--- src/rtl/varint_pkg.sv ---
package varint_pkg;
  typedef enum logic {
    MODE_COLLECT = 1'b0,
    MODE_SKIP    = 1'b1
  } vdec_mode_e;
endpackage

--- src/rtl/varint_acc.sv ---
module varint_acc
  import varint_pkg::*;
#(
  parameter int DATA_W = 32,
  parameter int GRP_W  = 7
) (
  input  logic              clk_i,
  input  logic              rst_ni,
  input  logic              take_i,
  input  logic [GRP_W:0]    byte_i,
  output logic              done_o,
  output logic              bad_o,
  output logic [DATA_W-1:0] value_o
);
  localparam int MAX_GRP = (DATA_W + GRP_W - 1) / GRP_W;
  localparam int IDX_W   = $clog2(MAX_GRP + 1);
  localparam int SH_W    = $clog2(DATA_W);
  localparam int SPILL   = DATA_W - GRP_W * (MAX_GRP - 1);

  vdec_mode_e          mode_q;
  logic [IDX_W-1:0]    idx_q;
  logic [DATA_W-1:0]   acc_q;
  logic [GRP_W-1:0]    pay;
  logic                cont, last, spill, collect;
  logic [SH_W-1:0]     shamt;

  assign pay     = byte_i[GRP_W-1:0];
  assign cont    = byte_i[GRP_W];
  assign last    = (idx_q == IDX_W'(MAX_GRP - 1));
  assign collect = take_i && (mode_q == MODE_COLLECT);
  assign shamt   = SH_W'(idx_q) * SH_W'(GRP_W);

  // payload bits that land above the top of the result on the final group
  generate
    if (SPILL < GRP_W) begin : g_spill
      assign spill = |pay[GRP_W-1:SPILL];
    end else begin : g_nospill
      assign spill = 1'b0;
    end
  endgenerate

  assign bad_o   = collect && last && (cont || spill);
  assign done_o  = collect && !cont && !bad_o;
  assign value_o = acc_q | (DATA_W'(pay) << shamt);

  always_ff @(posedge clk_i or negedge rst_ni) begin
    if (!rst_ni) begin
      mode_q <= MODE_COLLECT;
      idx_q  <= '0;
      acc_q  <= '0;
    end else if (take_i) begin
      if (mode_q == MODE_SKIP) begin
        if (!cont) mode_q <= MODE_COLLECT;
      end else if (bad_o) begin
        idx_q  <= '0;
        acc_q  <= '0;
        mode_q <= cont ? MODE_SKIP : MODE_COLLECT;
      end else if (!cont) begin
        idx_q <= '0;
        acc_q <= '0;
      end else begin
        idx_q <= idx_q + 1'b1;
        acc_q <= value_o;
      end
    end
  end
endmodule

--- src/rtl/varint_hold.sv ---
module varint_hold #(
  parameter int DATA_W = 32
) (
  input  logic              clk_i,
  input  logic              rst_ni,
  input  logic              load_i,
  input  logic [DATA_W-1:0] data_i,
  input  logic              ready_i,
  output logic              valid_o,
  output logic [DATA_W-1:0] data_o
);
  always_ff @(posedge clk_i or negedge rst_ni) begin
    if (!rst_ni) begin
      valid_o <= 1'b0;
      data_o  <= '0;
    end else if (load_i) begin
      valid_o <= 1'b1;
      data_o  <= data_i;
    end else if (valid_o && ready_i) begin
      valid_o <= 1'b0;
    end
  end
endmodule

--- src/rtl/varint_dec.sv ---
module varint_dec #(
  parameter int DATA_W = 32,
  parameter int GRP_W  = 7,
  localparam int BYTE_W = GRP_W + 1
) (
  input  logic              clk_i,
  input  logic              rst_ni,
  input  logic              in_valid_i,
  input  logic [BYTE_W-1:0] in_data_i,
  output logic              in_ready_o,
  output logic              out_valid_o,
  output logic [DATA_W-1:0] out_data_o,
  input  logic              out_ready_i,
  output logic              err_o
);
  logic              take, done, bad;
  logic [DATA_W-1:0] value;

  // single result slot: stall input until it drains
  assign in_ready_o = !out_valid_o;
  assign take       = in_valid_i && in_ready_o;

  varint_acc #(.DATA_W(DATA_W), .GRP_W(GRP_W)) u_acc (
    .clk_i  (clk_i),
    .rst_ni (rst_ni),
    .take_i (take),
    .byte_i (in_data_i),
    .done_o (done),
    .bad_o  (bad),
    .value_o(value)
  );

  varint_hold #(.DATA_W(DATA_W)) u_hold (
    .clk_i  (clk_i),
    .rst_ni (rst_ni),
    .load_i (done),
    .data_i (value),
    .ready_i(out_ready_i),
    .valid_o(out_valid_o),
    .data_o (out_data_o)
  );

  always_ff @(posedge clk_i or negedge rst_ni) begin
    if (!rst_ni) err_o <= 1'b0;
    else         err_o <= bad;
  end
endmodule

--- config.mk ---
export PLATFORM = sky130hd
export DESIGN_NAME = varint_dec
export DESIGN_NICKNAME = d
export VERILOG_FILES = /design/src/rtl/varint_pkg.sv /design/src/rtl/varint_acc.sv /design/src/rtl/varint_hold.sv /design/src/rtl/varint_dec.sv
export SDC_FILE = /design/constraint.sdc
export NUM_CORES = 1
export LEC_CHECK = 0
export ABC_AREA = 1
export BUFFER_PORTS_ARGS = -buffer_cell sky130_fd_sc_hd__buf_2
export CELL_PAD_IN_SITES_DETAIL_PLACEMENT = 1
export CELL_PAD_IN_SITES_GLOBAL_PLACEMENT = 2
export CORE_MARGIN = 2
export CORE_UTILIZATION = 35
export CTS_CLUSTER_SIZE = 30
export DETAILED_ROUTE_END_ITERATION = 8
export GPL_TIMING_DRIVEN = 0
export PLACE_DENSITY_LB_ADDON = 0.12
export SLEW_MARGIN = 25
export SYNTH_ARGS = -nofsm -noshare
export SYNTH_HDL_FRONTEND = slang
export SYNTH_SLANG_ARGS = --single-unit
--- constraint.sdc ---
create_clock -name clk_i -period 5.9 [get_ports clk_i]
set_input_delay 0.885 -clock clk_i [delete_from_list [all_inputs] [get_ports clk_i]]
set_output_delay 0.885 -clock clk_i [all_outputs]
set_load 0.1 [all_outputs]
# After elaboration in Yosys (flattened, before gate mapping)
# Index checks and enable logic that the tools add are counted.
totals:
  regBits: 70
  latchBits: 0
  ram_bits: 0
  rom_bits: 0
  inputBits: 12
  output_inout_bits: 35
  word_cells: 35
  n_memories: 0
op_classes:
  add_sub_neg: 1
  mul: 1
  div_mod_pow: 0
  magnitude_cmp: 0
  n_eq_ne: 1
  shifts: 1
  muxes: 9
  bitwise: 2
  reduce_logical: 14
op_table:
  columns: ["operator", "n"]
  rows:
  - ["$mux W32", 2]
  - ["$or A32 B32 Y32", 1]
  - ["$shl A7 B5 Y32", 1]
  - ["$logic_and A1 B1 Y1", 7]
  - ["$mux W3", 2]
  - ["$mul A3 B3 Y5 const B", 1]
  - ["$mux W1", 5]
  - ["$add A3 B1 Y3 const B", 1]
  - ["$eq A3 B3 Y1 const B", 1]
  - ["$logic_not A1 Y1", 3]
  - ["$reduce_or A3 Y1", 1]
  - ["$reduce_and A2 Y1", 1]
  - ["$reduce_bool A2 Y1", 1]
  - ["$logic_or A1 B1 Y1", 1]
  - ["$not A1 Y1", 1]

# Logic depth before layout (Yosys ltp)
logic_depth:
  depth_word: 8
  depth_mapped: 13
  mapped_depth_nobuf: 12

# Cells and area by module
# Synthesis repeated with hierarchy kept, for this count alone.
unflattened:
  hier_cells: 488
  hier_area_um2: 4006.3
by_module_without_submodules:
  columns: ["module", "n_inst", "cells_per_inst", "area_per_inst_um2", "seq_area_each_um2"]
  rows:
  - ["varint_acc", 1, 344, 2641.3, 900.9]
  - ["varint_hold", 1, 140, 1326.3, 825.8]
  - ["varint_dec", 1, 4, 38.8, 25.0]

# Worst setup path after synthesis
# OpenSTA, ideal clock, no wires.
synth_timing:
  path_kind: "register to register"
  startpoint: "reg u_acc.idx_q[0]"
  endpoint: "reg u_hold.data_o[24]"
  setup_time_ps: 120
  arrival_time_ps: 2313
  required_ps: 5780
  path_slack_ps: 3467
  stages_incl_launch_ff: 12
  n_path_buf: 1
  synth_period_minus_slack_ps: 2433
  path_cell_list: "dfrtp_1 -> fa_1 -> ha_1 -> inv_1 -> fa_1 -> inv_1 -> clkbuf_1 -> o21ai_0 -> nand3_1 -> nand2_1 -> nand2_1 -> nand2_1"
synth_between:
  elab_chain_cells: 5
  word_cells_on_any_way: 8
  cone_classes: "mul: 1; eq/ne: 1; shift: 1; bitwise: 1; reduce/logical: 4"
synth_lines:
  columns: ["element", "line_no", "text"]
  rows:
  - ["from (decl)", "varint_acc.sv:21", "logic [IDX_W-1:0] idx_q;"]
  - ["from (signal assigned)", "varint_acc.sv:62", "idx_q <= idx_q + 1'b1;"]
  - ["parallel branches: the longest is 5 deep, another holds $mul A3 B3 Y5", null, null]
  - ["to (signal assigned)", "varint_hold.sv:18", "data_o <= data_i;"]
  - ["to (decl)", "varint_hold.sv:10", "output logic [DATA_W-1:0] data_o"]
# Several ways; the timed one is not identified.
# A chain may end at the register's enable or synchronous reset.

# Worst setup path in the final report
layout_timing:
  startpoint: "reg u_acc.idx_q[0]"
  endpoint: "reg u_acc.acc_q[29]"
layout_between:
  elab_chain_cells: 5
  word_cells_on_any_way: 8
  cone_classes: "mul: 1; eq/ne: 1; shift: 1; mux: 2; bitwise: 1; reduce/logical: 2"
layout_lines:
  columns: ["element", "line_no", "text"]
  rows:
  - ["$mul A3 B3 Y5", "varint_acc.sv:31", "assign shamt = SH_W'(idx_q) * SH_W'(GRP_W);"]
  - ["$shl A7 B5 Y32", "varint_acc.sv:44", "assign value_o = acc_q | (DATA_W'(pay) << shamt);"]
  - ["$or A32 B32 Y32", "varint_acc.sv:44", null]
  - ["$mux W32", "varint_acc.sv:58", "end else if (!cont) begin"]
  - ["$mux W32 (*)", "varint_acc.sv:54", "end else if (bad_o) begin"]
  - ["to (signal assigned)", "varint_acc.sv:63", "acc_q <= value_o;"]
  - ["to (decl)", "varint_acc.sv:22", "logic [DATA_W-1:0] acc_q;"]
# Mark *: on every way between the ends. The rest lies on a longest branch, timed or not.

==> results.cfg <==
[placed_design]
place.gp.congestion = 0.892
dp_hpwl_um = 7640
place.port_buffers = 46

[layout]
layout.nets = 551
num_antenna_cells = 0
synthToLayoutAreaGrowth_pct = 17.5
drive_above_1_share_pct = 16.6

[grt]
grt_pass1_vias = 3317
grt_pass1_wl_um = 17300
grt_max_degree = 37
antenna_found_initial = 0
grt_use_total_pct = 20.0
overflow = 0

[drt]
vias = 3241
drtAntennaViolNets = 0
drc_errors = 0
drt_pass1_iterations = 4
drt_wl_total_um = 10100
drt-initial-drc-count = 116
routedWlPerCell_um = 15.1
viasPerCell = 4.82

[cts]
postCtsHoldBufs = 0
cts_max_level = 3
cts_sinks = 70
clk_pin_slew_ns = 0.07
max-clock-path-buffers = 2
cts_setup_buffers = 0
cts_root_buf = clkbuf_8
cts_tree = yes
clock_latency_ns = 0.35
numCtsBuffers = 9
cts_resized = 0

[synth]
synth_top_area_cell = dfrtp_1
netlist_area_um2 = 3610
synth_most_common_cell = nand2_1
ys_seq_area_share_pct = 48.5
synth_cell_type_count = 31
async_reset_ff_share_pct = 100
ys_top_cells_by_count = nand2_1, dfrtp_1, nand3_1
ys_seq_elements = 70
synth_ff_type = dfrtp_1
synth.top_cell.area_share_pct = 48.5
avgSynthCellArea_um2 = 7.60
syn_nets = 493
syn_inst = 475
synth_area_leaders = dfrtp_1, nand2_1, nand3_1
synth-edff-count = 0
ys.warnings.count = 0

[worst_setup_path]
startpoint = u_acc.idx_q[0]$_DFFE_PN0P_
path_class = reg2reg
cp-start-kind = register
r2r-start = u_acc.idx_q[0]$_DFFE_PN0P_
endpoint = u_acc.acc_q[29]$_DFFE_PN0P_
rrSetupSlack_ns = 2.98
cp-end-kind = register
arrival_ns = 3.19
required_ns = 6.17
reg2reg_to = u_acc.acc_q[29]$_DFFE_PN0P_
reg2reg_depth = 8
cp_max_fo = 10

[job]
maxCapViolCount = 0

[timing]
finalCritPeriodShare_pct = 49.5
fin_crit_ns = 2.92
setup_violations = 0
slew_violations = 0
tns_ns = 0
worst_slew_pin_slew_ns = 0.497
skew_ns = 0.00739
rsz0062_at_grt = no
slew_headroom_pct = 66.9
hold_viol_final = 0
fmax_mhz = 342

[floorplan]
num_rows = 37
coreArea_um2 = 10200
boundaryPins = 47
dieWidth_um = 106
die_y_um = 106
initial_utilization_pct = 35.4
floorplan.die_area_um2 = 11100

[worst_hold_path]
holdCritStartpoint = u_hold.data_o[29]$_DFFE_PN0P_
hold_path.class = reg2reg

[run_status]
outcome = completed
sequential cells by signal (all words and copies together) (netlist names):
signal and cells:
err_o 1, u_hold.data_o 32, u_acc.idx_q 3, u_hold.valid_o 1, u_acc.mode_q 1, u_acc.acc_q 32
critical path, cell delays in order (launching register included):
cell and delay, ns:
dfrtp_1 0.43, fa_1 0.56, ha_1 0.15, inv_1 0.05, fa_1 0.41, xnor2_2 0.37
clkbuf_1 0.44, nand3_1 0.24, a21boi_0 0.20
worst min path at each step:
stage                                         end  slack, ns  cells past startpoint
floorplan              u_acc.acc_q[2]$_DFFE_PN0P_       0.44                      2
global placement    u_hold.data_o[28]$_DFFE_PN0P_       0.46                      2
detailed placement  u_hold.data_o[17]$_DFFE_PN0P_       0.46                      2
CTS                 u_hold.data_o[29]$_DFFE_PN0P_       0.48                      2
global route        u_hold.data_o[26]$_DFFE_PN0P_       0.50                      2
finish              u_hold.data_o[29]$_DFFE_PN0P_       0.47                      2
logic make-up after synthesis:
family	after synthesis	share of synthesized area, %
simple gates	296	34.2
flops	70	48.5
buf+inv	63	8.15
compound gates	38	5.96
fa+ha+maj	6	2.50
xor+xnor	2	0.694
layer usage:
metal	routed length, um	share of wire (%)	vias to the layer above	track usage, %
li1	-	-	1605	-
met1	4940	49	1565	26.9
met2	4680	46	58	32.1
met3	328	3.2	13	4.14
met4	177	1.7	0	6.95
met5	0	0	-	0
layout by cell type, fill, tap and decap left out, drive strengths merged:
cell type  netlist  final
a21boi           2      2
a31oi            5      5
nand3           55     55
xnor2            1      1
nor3             1      1
or2              1      1
nand2          219    219
nor2            16     16
dfrtp           70     70
clkinvlp         0      1
clkinv           0      2
a22oi            3      3
a21o             1      1
clkbuf           6     15
o21bai           1      1
ha               4      4
nand4            3      3
o22ai            1      1
fa               2      2
bufinv           0      2
buf             16     63
o21ai           25     25
inv             41     42
and2             1      1
xor2             1      1
through the flow:
| stage | setup slack (ns) | hold WS [ns] | std cells | util [%] | area [um2] |
|---|---|---|---|---|---|
| finish | 2.98 | 0.474 | 673 | 41.6 | 4240 |
| global route | 2.74 | 0.499 | 673 | 41.6 | 4240 |
| CTS | 2.99 | 0.479 | 673 | 41.6 | 4240 |
| detailed placement | 3.00 | 0.460 | 658 | 39.6 | 4030 |
| global placement | 3.01 | 0.458 | 657 | 39.4 | 4010 |
| floorplan | 3.47 | 0.443 | 475 | - | 3610 |
area by class of cell:
class | instances | area, um2
Inverter | 41 | 154
Multi-Input combinational cell | 342 | 1560
Clock inverter | 6 | 86.3
Buffer | 22 | 140
Fill cell | 1308 | 5940
Sequential cell | 70 | 1750
Timing Repair Buffer | 47 | 253
Clock buffer | 9 | 124
Tap cell | 136 | 170
Power is left out: the tool's default activity adds up to more than one toggle a clock period on the data nets, which glitch-free logic cannot reach.
